==> src/rtl/addr_window_decoder.sv <==
`timescale 1ns/1ps
module addr_window_decoder #(
  parameter int CHIP_W = 3,
  parameter int UNIT_W = 2,
  parameter int AW     = 6
) (
  input  logic              clk,
  input  logic              rst_n,
  input  logic [CHIP_W-1:0] chip_id,
  input  logic [UNIT_W-1:0] unit_id,
  input  logic              wr_valid,
  input  logic [AW-1:0]     wr_addr,
  input  logic [3:0]        wr_bytes,
  input  logic [63:0]       wr_data,
  input  logic [63:0]       lookup_addr,
  output logic [2:0]        hit,
  output logic [63:0]       win_offset,
  output logic              wr_err
);
  localparam int IDX_W = AW - 3;
  localparam logic [IDX_W-1:0] I_MB0 = IDX_W'(0), I_MB1 = IDX_W'(1),
                               I_MK0 = IDX_W'(2), I_MK1 = IDX_W'(3),
                               I_RB  = IDX_W'(4), I_EN  = IDX_W'(5);

  logic [33:0] mb0, mb1, mk0, mk1;
  logic [37:0] rb;
  logic [4:0]  en_r;

  logic [IDX_W-1:0] idx;
  logic             acc_ok, take;
  assign idx    = wr_addr[AW-1:3];
  assign acc_ok = (wr_bytes == 4'd8) && (wr_addr[2:0] == 3'd0);
  assign take   = wr_valid && acc_ok;

  logic [33:0] d_mb0, d_mb1;
  logic [37:0] d_rb;
  assign d_mb0 = 34'h3d0000000 + 34'(chip_id) * 34'h400000 + 34'(unit_id) * 34'h100000;
  assign d_mb1 = 34'h3ff800000 + 34'(chip_id) * 34'h20000  + 34'(unit_id) * 34'h8000;
  assign d_rb  = 38'h3fffe40000 + 38'(chip_id) * 38'h400 + 38'(unit_id) * 38'h100;

  logic unused_wdata;
  assign unused_wdata = &{1'b0, wr_data[25:0]};

  always_ff @(posedge clk) begin
    if (!rst_n) begin
      mb0  <= d_mb0;
      mb1  <= d_mb1;
      rb   <= d_rb;
      mk0  <= 34'h3fff00000;
      mk1  <= 34'h3ffff8000;
      en_r <= '0;
    end else if (take) begin
      case (idx)
        I_MB0: mb0 <= wr_data[63:30];
        I_MB1: mb1 <= wr_data[63:30];
        I_MK0: mk0 <= wr_data[63:30];
        I_MK1: mk1 <= wr_data[63:30];
        I_RB:  rb  <= wr_data[63:26];
        I_EN:  en_r <= wr_data[63:59];
        default: ;
      endcase
    end
  end

  logic err_d;
  always_comb begin
    err_d = 1'b0;
    if (wr_valid) begin
      if (!acc_ok) err_d = 1'b1;
      else case (idx)
        I_MB0, I_MB1, I_MK0, I_MK1: err_d = en_r[4] | en_r[3];
        I_RB:  err_d = en_r[2];
        I_EN:  err_d = 1'b0;
        default: err_d = 1'b1;
      endcase
    end
  end

  logic [63:0] b0, b1, b2, s0, s1, o0, o1, o2;
  logic        in0, in1, in2;
  assign b0 = {14'b0, mb0, 16'b0};
  assign b1 = {14'b0, mb1, 16'b0};
  assign b2 = {14'b0, rb, 12'b0};
  assign s0 = {14'b0, ~mk0, 16'hffff} + 64'd1;
  assign s1 = {14'b0, ~mk1, 16'hffff} + 64'd1;
  assign o0 = lookup_addr - b0;
  assign o1 = lookup_addr - b1;
  assign o2 = lookup_addr - b2;
  assign in0 = en_r[4] && (lookup_addr >= b0) && (o0 < s0);
  assign in1 = en_r[3] && (lookup_addr >= b1) && (o1 < s1);
  assign in2 = en_r[2] && (lookup_addr >= b2) && (o2 < 64'h1000);

  always_ff @(posedge clk) begin
    if (!rst_n) begin
      hit        <= '0;
      win_offset <= '0;
      wr_err     <= 1'b0;
    end else begin
      wr_err <= err_d;
      if (in0)      begin hit <= 3'b001; win_offset <= o0; end
      else if (in1) begin hit <= 3'b010; win_offset <= o1; end
      else if (in2) begin hit <= 3'b100; win_offset <= o2; end
      else          begin hit <= 3'b000; win_offset <= '0; end
    end
  end
endmodule

==> config.mk <==
export PLATFORM = sky130hd
export DESIGN_NAME = addr_window_decoder
export DESIGN_NICKNAME = d
export VERILOG_FILES = /design/src/rtl/addr_window_decoder.sv
export SDC_FILE = /design/constraint.sdc
export NUM_CORES = 1
export LEC_CHECK = 0
export BUFFER_PORTS_ARGS = -buffer_cell sky130_fd_sc_hd__buf_2
export CORE_MARGIN = 1
export CORE_UTILIZATION = 33
export CTS_CLUSTER_SIZE = 20
export DETAILED_ROUTE_END_ITERATION = 16
export SKIP_LAST_GASP = 1
export SYNTH_ARGS = -nofsm -noshare
export SYNTH_HDL_FRONTEND = slang
export SYNTH_SLANG_ARGS = --single-unit
==> constraint.sdc <==
create_clock -name clk -period 6.1 [get_ports clk]
set_clock_uncertainty 0.2 [all_clocks]
set_input_delay 0.915 -clock clk [delete_from_list [all_inputs] [get_ports clk]]
set_output_delay 0.915 -clock clk [all_outputs]
set_load 0.02 [all_outputs]
==> summary.txt <==
Outcome: finished clean
Post-synth EDFFs: 106
GRT met1 Usage: 37.30%
Clk buf depth: 3
Commonest cells post-synth: 346 x nand2_1, 198 x a21oi_1, 178 x ha_1
Post-route DRC violation count: 0
Tightest Pin Transition: 1.245 ns
Worst min path class: register to register
CTS tree: done
Register area share after synthesis: 29.84%
Number of port buffers: 187
Gr usage total: 27.61%
Power per cell area: 232.8 mW/mm²
Slew Viols, Final: 0
Share of the synthesized area in the top cell type: 15.92%
Initial detailed-routing violation count: 1949
CP required: 6.43 ns
Die Ht: 248.1 µm
Worst Hold Depth: 2
Worst setup EP type: register
Yosys warns: 0
Share of synthesized flip-flops with an asynchronous set or reset: 0%
Non-Filler Instances: 3837
Post-synthesis cell type count: 88
First-pass GRT wire length: 127500 µm
Post-route ant nets: 0
Skew-Pair Late Insertion Delay: 0.60 ns
Post-layout min period: 5.946 ns
# rows: 89
DP HPWL: 72610 µm
Max transition margin: 16.82%
Max_cap viols: 0
Syn_area_per_cell: 7.988 µm²
Mapped Area: 0.01999 mm²
Worst R2R Path Depth: 23
Initial antenna violation count: 1
Setup-failing EPs final: 0
Storage cell area: 0.005968 mm²
Hold WS: 0.2771 ns
Vias in the first global route: 20.94k
GRT met3 Usage: 2.553%
Gr ovfl total: 0
Layout cells sized above 1: 24.22%
CTS Hold Bufs: 0
Worst IR Drop VDD: 0.0002245 V
Placed instance area: 0.02471 mm²
CP max FO: 6
Routed vias/inst: 5.658
Core area: 0.05946 mm²
Unrepaired setup endpoints after global routing: true
Endpoints failing hold: 0
Root buffer cell: clkbuf_16
Post-DR wirelength/cell: 22.75 µm
Via count: 21.71k
Drt pass-1 iters: 6
Final period util: 97.47%
Met2 Use GR: 44.85%
CTS Buf Count: 31
Routed WL: 87280 µm
Routability cong.: 0.9883
Largest net degree at the start of global routing: 64
Die width: 248.1 µm
Initial Util: 33.62%
Most Crowded Layer GR: met2
Synth area leaders: edfxtp_1 16%, dfxtp_1 14%, ha_1 11%
Fmax: 168.2 MHz
Clk pin slew, worst setup/hold paths: 0.06 ns
Leak Pwr: 0.01127 µW
NumNets Final: 3365
Placed Cells: 3774
Layout fillers: 6027
Most common cell in the netlist: nand2_1
Synth Flop Type: dfxtp_1
Synth-to-layout area growth: 30.21%
Final Instance Area: 0.02603 mm²
Clk sinks: 245
Htree depth: 1
Area of the multi-input gates: 0.01334 mm²
Startpoint Class: input pin
Post-synth top area cell: edfxtp_1
Yosys reg bits: 245
Critical path class: input pin to register
Synth Instances: 2503
Critical path arrival: 6.28 ns
Die area: 0.06157 mm²
I/O Pins: 214
-- what timing repair did --
item,in CTS,in global routing
setup buffers,0,4
setup endpoints to repair,54,54
pin swaps,1,18
endpoints found under the hold margin,0,0
resized for setup,16,29
cloned,0,1
-- metrics by stage --
step | setup TNS [ns] | util [%] | setup WS (ns) | total power (µW)
CTS | 0 | 43.52 | 0.007013 | 6042
global route | -0.8137 | 43.77 | -0.04917 | 6337
finish | 0 | 43.78 | 0.1543 | 6059
floorplan | 0 | - | 0.01553 | 3014
detailed placement | -47.91 | 41.55 | -0.9943 | 4091
global placement | -48.37 | 41.55 | -0.9276 | 4072
-- final timing paths --
| check | endpoint | slack, ns | start |
|---|---|---|---|
| min reg2reg | mk1[13] | 0.28 | mk1[13] |
| max | win_offset[0] | 0.15 | lookup_addr[16] |
| min | mk1[13] | 0.28 | mk1[13] |
| max reg2reg | win_offset[0] | 0.19 | mk0[2] |
-- cell type report --
cell class	instances	share of cell area, %
multi-input combinational	2004	51.23
clock buffer	38	3.360
sequential	245	22.93
tap	773	3.715
clock inverter	20	0.7546
inverter	152	2.192
antenna	1	0.009613
timing repair buffer	604	15.81
-- registers in the layout, indices dropped and copies added (netlist names) --
signal / cells
win_offset: 64
mb0: 34
mk1: 34
mk0: 34
hit: 3
rb: 38
mb1: 34
wr_err: 1
en_r: 3
-- report_power, final --
| part | switching [µW] | internal (µW) | total [µW] |
|---|---|---|---|
| sequential | 18.0 | 1780 | 1800 |
| combinational | 1370 | 971 | 2350 |
| clock | 799 | 1120 | 1910 |
-- layout by cell type, fill, tap and decap left out, types with 11 or more instances in the layout --
master and count:
o21bai_1 12, and3_1 16, dfxtp_1 137, o21a_1 32
a31oi_1 21, o21ai_0 110, nand3_1 86, nor4_1 30
o21ai_1 15, xnor2_1 66, a21oi_1 197, or3_1 24
buf_4 413, or4_1 19, and2_1 38, nand2_1 344
nor2_1 155, a22o_1 38, xor2_1 82, nor2b_2 11
nand4_1 60, nor3_1 65, o211ai_1 34, nand2b_1 48
buf_2 187, a211oi_1 25, mux2i_1 14, conb_1 13
edfxtp_1 106, o2111ai_1 14, a21o_1 32, ha_1 177
clkbuf_16 32, inv_1 151
-- metal layers --
metal  share of wire (%)  vias up
li1                    -    10198
met1                  44    10472
met2                  45      875
met3                 5.9      165
met4                 4.4        0
met5                   0        -
-- cell families (layout without fill, tap and decap cells) --
| family | after synthesis | count (layout) | share of synthesized area (%) |
|---|---|---|---|
| simple gates | 998 | 998 | 25.05 |
| compound gates | 644 | 645 | 21.04 |
| buf+inv | 267 | 814 | 5.150 |
| flops | 245 | 245 | 29.84 |
| fa+ha+maj | 181 | 181 | 11.44 |
| xor+xnor | 148 | 148 | 6.483 |
| mux | 19 | 19 | 0.9825 |
| other cells | 1 | 14 | 0.01876 |
-- worst max-delay path: stages --
cell and delay [ns]:
buf_2 0.10, inv_1 0.07, ha_1 0.22, inv_1 0.07
fa_1 0.21, nand3_1 0.12, a211oi_1 0.40, nor2_1 0.13
o21bai_1 0.26, a31oi_2 0.21, o21ai_0 0.21, buf_4 0.14
a31oi_1 0.09, xnor2_1 0.24, ha_1 0.31, a21oi_1 0.16
nand2_1 0.10, a2111oi_4 0.33, buf_4 0.17, o211ai_1 0.08
a21o_1 0.18, o221ai_2 0.23, nand4b_1 0.14, or4_4 0.57
a21o_4 0.27, a21boi_4 0.18, nor2b_2 0.15
Power figures use the tool's default switching activity.
